**src/rtl/wb_pkg.sv**
```systemverilog
package wb_pkg;
    localparam int ADDR_W = 4;
    localparam int DATA_W = 8;
    localparam logic [ADDR_W-1:0] ADDR_CTRL = 4'd8;
    localparam int CTRL_MODE = 7;
    localparam int CTRL_SDEN = 6;

    typedef enum logic [1:0] {
        T_WIPER,
        T_GP,
        T_CTRL,
        T_NONE
    } tgt_e;

    typedef struct packed {
        tgt_e              tgt;
        logic [ADDR_W-1:0] slot;
    } dec_t;

    typedef struct packed {
        logic mode_vol;
        logic sd_en;
    } ctrl_t;

    function automatic dec_t decode(input logic [ADDR_W-1:0] a,
                                    input int n_wip, input int n_gp);
        dec_t d;
        d.slot = a;
        if (int'(a) < n_wip)             d.tgt = T_WIPER;
        else if (int'(a) < n_wip + n_gp) d.tgt = T_GP;
        else if (a == ADDR_CTRL)         d.tgt = T_CTRL;
        else                             d.tgt = T_NONE;
        return d;
    endfunction

    function automatic logic [DATA_W-1:0] ctrl_byte(input ctrl_t c, input logic busy);
        return {c.mode_vol, c.sd_en, busy, 5'b0};
    endfunction
endpackage

```
**src/rtl/wb_nv_store.sv**
```systemverilog
module wb_nv_store
    import wb_pkg::*;
#(
    parameter int N_NV       = 7,
    parameter int COMMIT_CYC = 1000000,
    localparam int SLOT_W    = (N_NV > 1) ? $clog2(N_NV) : 1,
    localparam int CNT_W     = (COMMIT_CYC > 1) ? $clog2(COMMIT_CYC) : 1
) (
    input  logic                     clk,
    input  logic                     rst,
    input  logic                     wr_en,
    input  logic [SLOT_W-1:0]        slot,
    input  logic [DATA_W-1:0]        wdata,
    input  logic                     stop_evt,
    output logic [N_NV*DATA_W-1:0]   nv_flat,
    output logic                     busy
);
    logic [DATA_W-1:0] nv_q [N_NV];
    logic              pend_v;
    logic [SLOT_W-1:0] pend_slot;
    logic [DATA_W-1:0] pend_data;
    logic [CNT_W-1:0]  cnt_q;
    logic              busy_q;

    wire commit_now = busy_q && (cnt_q == '0);

    // Stored bytes survive rst on purpose.
    always_ff @(posedge clk) begin
        if (commit_now) nv_q[pend_slot] <= pend_data;
    end

    always_ff @(posedge clk) begin
        if (rst) begin
            pend_v    <= 1'b0;
            pend_slot <= '0;
            pend_data <= '0;
            cnt_q     <= '0;
            busy_q    <= 1'b0;
        end else if (busy_q) begin
            if (commit_now) begin
                busy_q <= 1'b0;
                pend_v <= 1'b0;
            end else begin
                cnt_q <= cnt_q - 1'b1;
            end
        end else begin
            if (wr_en) begin
                pend_v    <= 1'b1;
                pend_slot <= slot;
                pend_data <= wdata;
            end
            if (stop_evt && pend_v) begin
                busy_q <= 1'b1;
                cnt_q  <= CNT_W'(COMMIT_CYC - 1);
            end
        end
    end

    for (genvar i = 0; i < N_NV; i++) begin : g_flat
        assign nv_flat[i*DATA_W +: DATA_W] = nv_q[i];
    end

    assign busy = busy_q;

    assert_commit_after_stop_R6: assert property (@(posedge clk) disable iff (rst)
        $rose(busy_q) |-> ($past(stop_evt) && $past(pend_v)));

    assert_nv_hold_R5: assert property (@(posedge clk) disable iff (rst)
        (!busy_q || cnt_q != '0) |=> $stable(nv_flat));
endmodule

```
**src/rtl/wb_vol_bank.sv**
```systemverilog
module wb_vol_bank
    import wb_pkg::*;
#(
    parameter int N_WIP   = 4,
    parameter int WIPER_W = 7
) (
    input  logic                     clk,
    input  logic                     rst,
    input  logic                     recall_ok,
    input  logic                     wr_req,
    input  logic                     busy,
    input  dec_t                     dec,
    input  logic [DATA_W-1:0]        wdata,
    input  logic [N_WIP*WIPER_W-1:0] ivr_flat,
    output logic [N_WIP*WIPER_W-1:0] wiper_flat,
    output ctrl_t                    ctrl,
    output logic                     running
);
    localparam logic [WIPER_W-1:0] MID = {1'b1, {(WIPER_W-1){1'b0}}};

    logic  run_q;
    ctrl_t ctrl_q;
    wire   accept = run_q && wr_req && !busy;

    always_ff @(posedge clk) begin
        if (rst)            run_q <= 1'b0;
        else if (recall_ok) run_q <= 1'b1;
    end

    for (genvar i = 0; i < N_WIP; i++) begin : g_wiper
        logic [WIPER_W-1:0] pos_q;
        always_ff @(posedge clk) begin
            if (rst)
                pos_q <= MID;
            else if (!run_q && recall_ok)
                pos_q <= ivr_flat[i*WIPER_W +: WIPER_W];
            else if (accept && dec.tgt == T_WIPER && int'(dec.slot) == i)
                pos_q <= wdata[WIPER_W-1:0];
        end
        assign wiper_flat[i*WIPER_W +: WIPER_W] = pos_q;
    end

    always_ff @(posedge clk) begin
        if (rst) begin
            ctrl_q.mode_vol <= 1'b0;
            ctrl_q.sd_en    <= 1'b1;
        end else if (accept && dec.tgt == T_CTRL) begin
            ctrl_q.mode_vol <= wdata[CTRL_MODE];
            ctrl_q.sd_en    <= wdata[CTRL_SDEN];
        end
    end

    assign ctrl    = ctrl_q;
    assign running = run_q;

    assert_wiper_refused_R7: assert property (@(posedge clk) disable iff (rst)
        (busy && run_q) |=> $stable(wiper_flat));

    assert_ctrl_refused_R7: assert property (@(posedge clk) disable iff (rst)
        busy |=> $stable(ctrl_q));

    assert_powerup_mid_R1: assert property (@(posedge clk) disable iff (rst)
        !run_q |-> (wiper_flat == {N_WIP{MID}}));
endmodule

```
**src/rtl/wb_read_mux.sv**
```systemverilog
module wb_read_mux
    import wb_pkg::*;
#(
    parameter int N_WIP   = 4,
    parameter int N_NV    = 7,
    parameter int WIPER_W = 7
) (
    input  dec_t                     dec,
    input  ctrl_t                    ctrl,
    input  logic                     busy,
    input  logic [N_WIP*WIPER_W-1:0] wiper_flat,
    input  logic [N_NV*DATA_W-1:0]   nv_flat,
    output logic [DATA_W-1:0]        rdata
);
    always_comb begin
        rdata = '0;
        unique case (dec.tgt)
            T_WIPER: rdata = ctrl.mode_vol
                           ? DATA_W'(wiper_flat[int'(dec.slot)*WIPER_W +: WIPER_W])
                           : nv_flat[int'(dec.slot)*DATA_W +: DATA_W];
            T_GP:    rdata = ctrl.mode_vol ? '0 : nv_flat[int'(dec.slot)*DATA_W +: DATA_W];
            T_CTRL:  rdata = ctrl_byte(ctrl, busy);
            default: rdata = '0;
        endcase
    end
endmodule

```
**src/rtl/wiper_bank.sv**
```systemverilog
module wiper_bank
    import wb_pkg::*;
#(
    parameter int N_WIPER    = 4,
    parameter int N_GP       = 3,
    parameter int WIPER_W    = 7,
    parameter int COMMIT_CYC = 1000000
) (
    input  logic                       clk,
    input  logic                       rst,
    input  logic                       recall_ok,
    input  logic                       reg_wr,
    input  logic [3:0]                 reg_addr,
    input  logic [7:0]                 reg_wdata,
    input  logic                       stop_evt,
    input  logic                       shdn_n,
    output logic [7:0]                 reg_rdata,
    output logic [N_WIPER*WIPER_W-1:0] wiper_code,
    output logic                       shutdown,
    output logic                       nv_busy
);
    localparam int N_NV   = N_WIPER + N_GP;
    localparam int SLOT_W = (N_NV > 1) ? $clog2(N_NV) : 1;

    dec_t  dec;
    ctrl_t ctrl;
    logic  running;
    logic  busy;
    logic  nv_wr;
    logic [N_NV*DATA_W-1:0]      nv_flat;
    logic [N_WIPER*WIPER_W-1:0]  ivr_flat;

    assign dec   = decode(reg_addr, N_WIPER, N_GP);
    assign nv_wr = running && reg_wr && !busy && !ctrl.mode_vol &&
                   (dec.tgt == T_WIPER || dec.tgt == T_GP);

    for (genvar i = 0; i < N_WIPER; i++) begin : g_ivr
        assign ivr_flat[i*WIPER_W +: WIPER_W] = nv_flat[i*DATA_W +: WIPER_W];
    end

    wb_nv_store #(.N_NV(N_NV), .COMMIT_CYC(COMMIT_CYC)) u_nv (
        .clk      (clk),
        .rst      (rst),
        .wr_en    (nv_wr),
        .slot     (reg_addr[SLOT_W-1:0]),
        .wdata    (reg_wdata),
        .stop_evt (stop_evt),
        .nv_flat  (nv_flat),
        .busy     (busy)
    );

    wb_vol_bank #(.N_WIP(N_WIPER), .WIPER_W(WIPER_W)) u_vol (
        .clk        (clk),
        .rst        (rst),
        .recall_ok  (recall_ok),
        .wr_req     (reg_wr),
        .busy       (busy),
        .dec        (dec),
        .wdata      (reg_wdata),
        .ivr_flat   (ivr_flat),
        .wiper_flat (wiper_code),
        .ctrl       (ctrl),
        .running    (running)
    );

    wb_read_mux #(.N_WIP(N_WIPER), .N_NV(N_NV), .WIPER_W(WIPER_W)) u_rd (
        .dec        (dec),
        .ctrl       (ctrl),
        .busy       (busy),
        .wiper_flat (wiper_code),
        .nv_flat    (nv_flat),
        .rdata      (reg_rdata)
    );

    assign shutdown = !(shdn_n && ctrl.sd_en);
    assign nv_busy  = busy;
endmodule

```
**config.mk**
```make
export PLATFORM = sky130hd
export DESIGN_NAME = wiper_bank
export DESIGN_NICKNAME = d
export VERILOG_FILES = /design/src/rtl/wb_pkg.sv /design/src/rtl/wb_nv_store.sv /design/src/rtl/wb_vol_bank.sv /design/src/rtl/wb_read_mux.sv /design/src/rtl/wiper_bank.sv
export SDC_FILE = /design/constraint.sdc
export NUM_CORES = 1
export LEC_CHECK = 0
export BUFFER_PORTS_ARGS = -buffer_cell sky130_fd_sc_hd__buf_2
export CORE_AREA = 2 2 109 111
export CTS_BUF_LIST = sky130_fd_sc_hd__clkbuf_4
export DETAILED_ROUTE_END_ITERATION = 16
export DIE_AREA = 0 0 111 113
export GPL_ROUTABILITY_DRIVEN = 0
export PLACE_DENSITY = 0.68
export SLEW_MARGIN = 0
export SYNTH_ARGS = -nofsm -noshare
export SYNTH_HDL_FRONTEND = slang
export SYNTH_SLANG_ARGS = --single-unit
```
**constraint.sdc**
```tcl
create_clock -name clk -period 3.2 [get_ports clk]
set_input_delay 0.64 -clock clk [delete_from_list [all_inputs] [get_ports clk]]
set_output_delay 0.64 -clock clk [all_outputs]
set_load 0.01 [all_outputs]
```
==> metrics.yaml <==
status:
  outcome: "complete, no violations"
yosys:
  ys_warn_count: 0
  syn_area_per_cell_sq_um: 11.5
  synthArstFlopShare_pct: 0
  synth.top_cell.area_share_pct: 30.5
  synth_area_sq_mm: 0.00551
  ys_seq_area_share_pct: 53.7
  syn-num-nets: 499
  yosys.cell_count.top_type: "dfxtp_1"
  yosysTopAreaCell: "edfxtp_1"
  synth_seq_cells: 120
  netlist_instances: 479
  yosys-top-cells-count: "dfxtp_1, edfxtp_1, mux2i_1"
  synth_area_leaders: "edfxtp_1, dfxtp_1, mux2i_1, mux4_2, a21oi_1"
  synth-edff-count: 56
  synth_flop_cell: "dfxtp_1"
  ys_types: 58
routing:
  via_per_inst: 6.15
  wire_per_inst_microns: 19.8
  wl_microns: 14000
  num_vias: 4361
  drtIter0Drc: 394
  route.detailed.drc: 0
  antenna_left: 0
  first_pass_iters: 5
clock_network:
  cts_num_sinks: 120
  cts-root-buf: "clkbuf_4"
  numCtsBuffers: 17
  cts_buffer_depth: 2
  clkTransAtPathRegs_ps: 90
  clk_latency_ps: 540
  cts_tree: "yes"
  cts_max_level: 4
  cts_setup_buffers: 0
  cts_resized: 0
  cts_hold_buf: 0
power_and_ir_drop:
  ir_drop_mv: 0.240
  combPwrFrac_pct: 12.6
  power.internal_w: 0.00231
  seq_power_share_pct: 54.3
  swShare_pct: 26.6
  leakagePower_nw: 2.25
  cellPowerDensity_mw_per_mm2: 493
  clkPwrFrac_pct: 33.0
  switching_power_w: 0.000837
run:
  drv_cap: 0
global_route:
  grt_pass1_wl_microns: 22700
  grt_util_all_layers_pct: 23.4
  grt_max_degree: 54
  grt_pass1_vias: 4128
  antenna_found_initial: 1
  grt-ovfl-total: 0
finish:
  nFillCells: 965
  final_util_pct: 56.5
  nets: 572
  final_cells: 709
  layout-drive-gt1-share_pct: 26.5
  syn2layout_area_growth_pct: 15.6
timing:
  max_freq_mhz: 341
  fin_skew_ps: 16.4
  rsz0062_at_grt: "false"
  setup_tns_ps: 0
  worstMarginPinSlew_ps: 722
  fin_crit_ps: 2930
  relSlewSlack_pct: 51.8
  finalMaxSlewViolations: 0
  setup_violations: 0
  hold_viol: 0
  finalCritPeriodShare_pct: 91.7
setup_path:
  path_max_fanout: 13
  crit_path_start_kind: "input port"
  cp.required_ps: 2560
  path_class: "input port to output port"
  worstPathArrival_ps: 2290
  end_kind: "output port"
floorplanning:
  io_pins: 56
  row_count: 39
  start_util_pct: 48.9
  die_h_microns: 113
  die_w_microns: 111
  core-area_sq_mm: 0.0113
  die-area_sq_mm: 0.0125
placement:
  placedCellCount: 676
  port_buffers: 55
  hpwlAfterDp_microns: 9820
min_path:
  hold_path.class: "input port to register"
[stage by stage]
stage          hold slack, ps  setup slack [ps]  instance area, sq um  total power [W]
5_1_grt                   308               154                  6370          0.00329
3_3_place_gp              484               331                  6100          0.00212
2_1_floorplan             464               333                  5510          0.00198
6_report                  332               266                  6370          0.00314
4_1_cts                   302               299                  6370          0.00315
3_5_place_dp              500               307                  6100          0.00214
[metal layers]
| layer | routed length (microns) | vias to the layer above | global-route usage (%) |
|---|---|---|---|
| met5 | 0 | - | 0 |
| met4 | 443 | 0 | 10.2 |
| met3 | 1100 | 36 | 6.11 |
| met2 | 6020 | 211 | 34.3 |
| met1 | 6480 | 2106 | 33.0 |
| li1 | - | 2008 | - |
[flip-flops by register name, summed over array words and instances (netlist names)]
register / flops
u_nv.busy: 1
u_nv.cnt_q: 20
u_nv.nv_q: 56
u_nv.pend_data: 8
u_nv.pend_slot: 3
u_nv.pend_v: 1
u_vol.ctrl: 2
u_vol.g_wiper.pos_q: 28
u_vol.running: 1
[cell type report]
cell class	count	area, sq um	area share, %
well taps	143	179	2.81
multi-input cells	319	2390	37.5
diodes	1	2.50	0.0393
clock buffers	21	158	2.47
clock inverters	11	109	1.71
repair buffers	88	548	8.60
flip-flops and latches	120	2960	46.5
inverters	6	22.5	0.353
[logic make-up after synthesis]
kind of cell / count (synthesis) / share of synthesized area (%)
AND/OR/NAND/NOR: 140 / 14.5
flip-flops: 120 / 53.7
AO/OA/AOI/OAI: 112 / 12.9
multiplexers: 65 / 15.2
buffers and inverters: 40 / 3.22
adder cells (fa/ha/maj): 2 / 0.454
[placed cells by master, fill, tap and decap left out, types with 3 or more instances in the layout]
cell / Yosys / final
o31ai_1: 5 / 5
clkinv_1: 0 / 3
mux2i_1: 50 / 50
clkinv_2: 0 / 3
nand3b_1: 3 / 3
nor4_1: 7 / 6
nor4_2: 2 / 3
or3_1: 3 / 3
mux4_2: 15 / 15
nand2b_1: 4 / 4
nand3_1: 3 / 3
nor2b_1: 6 / 6
a31oi_1: 4 / 4
and3_1: 5 / 5
or2_2: 5 / 5
a21oi_1: 35 / 35
dfxtp_1: 64 / 64
nor2_1: 23 / 23
o21ai_0: 30 / 30
clkinvlp_4: 0 / 3
buf_2: 5 / 55
a211oi_1: 12 / 12
o211a_1: 3 / 3
inv_1: 6 / 6
a21o_1: 5 / 5
nor3b_1: 5 / 5
edfxtp_1: 56 / 56
clkbuf_4: 0 / 21
buf_4: 1 / 31
nand4_1: 3 / 3
or4_1: 7 / 7
nor3_1: 27 / 27
a2111oi_0: 4 / 4
nand2_1: 22 / 22
[critical path, cell delays in order]
cell	delay, ps
buf_2	190
buf_12	180
mux4_2	500
nor2b_1	140
a211oi_1	370
a211oi_1	90
buf_2	170
[power groups by stage]
stage / Clock (W) / Sequential, W / Combinational (W)
after floorplan: 0 / 0.00173 / 0.000252
after CTS: 0.00105 / 0.00170 / 0.000396
after global routing: 0.00113 / 0.00172 / 0.000439
after detailed placement: 0 / 0.00174 / 0.000395
after global placement: 0 / 0.00174 / 0.000384
final: 0.00104 / 0.00171 / 0.000397
[final timing paths]
check / start / end / slack [ps] / cells past startpoint
hold / removal: recall_ok / u_vol.running$_SDFFE_PP0P_ / 330 / 3
setup reg to reg: u_nv.cnt_q[11]$_SDFFE_PP0P_ / u_nv.nv_q[4][0]$_DFFE_PP_ / 740 / 6
setup / recovery: reg_addr[0] / reg_rdata[2] / 270 / 7
hold reg to reg: u_nv.cnt_q[13]$_SDFFE_PP0P_ / u_nv.cnt_q[13]$_SDFFE_PP0P_ / 510 / 2
Note: power is estimated with default switching activity, not from simulation.
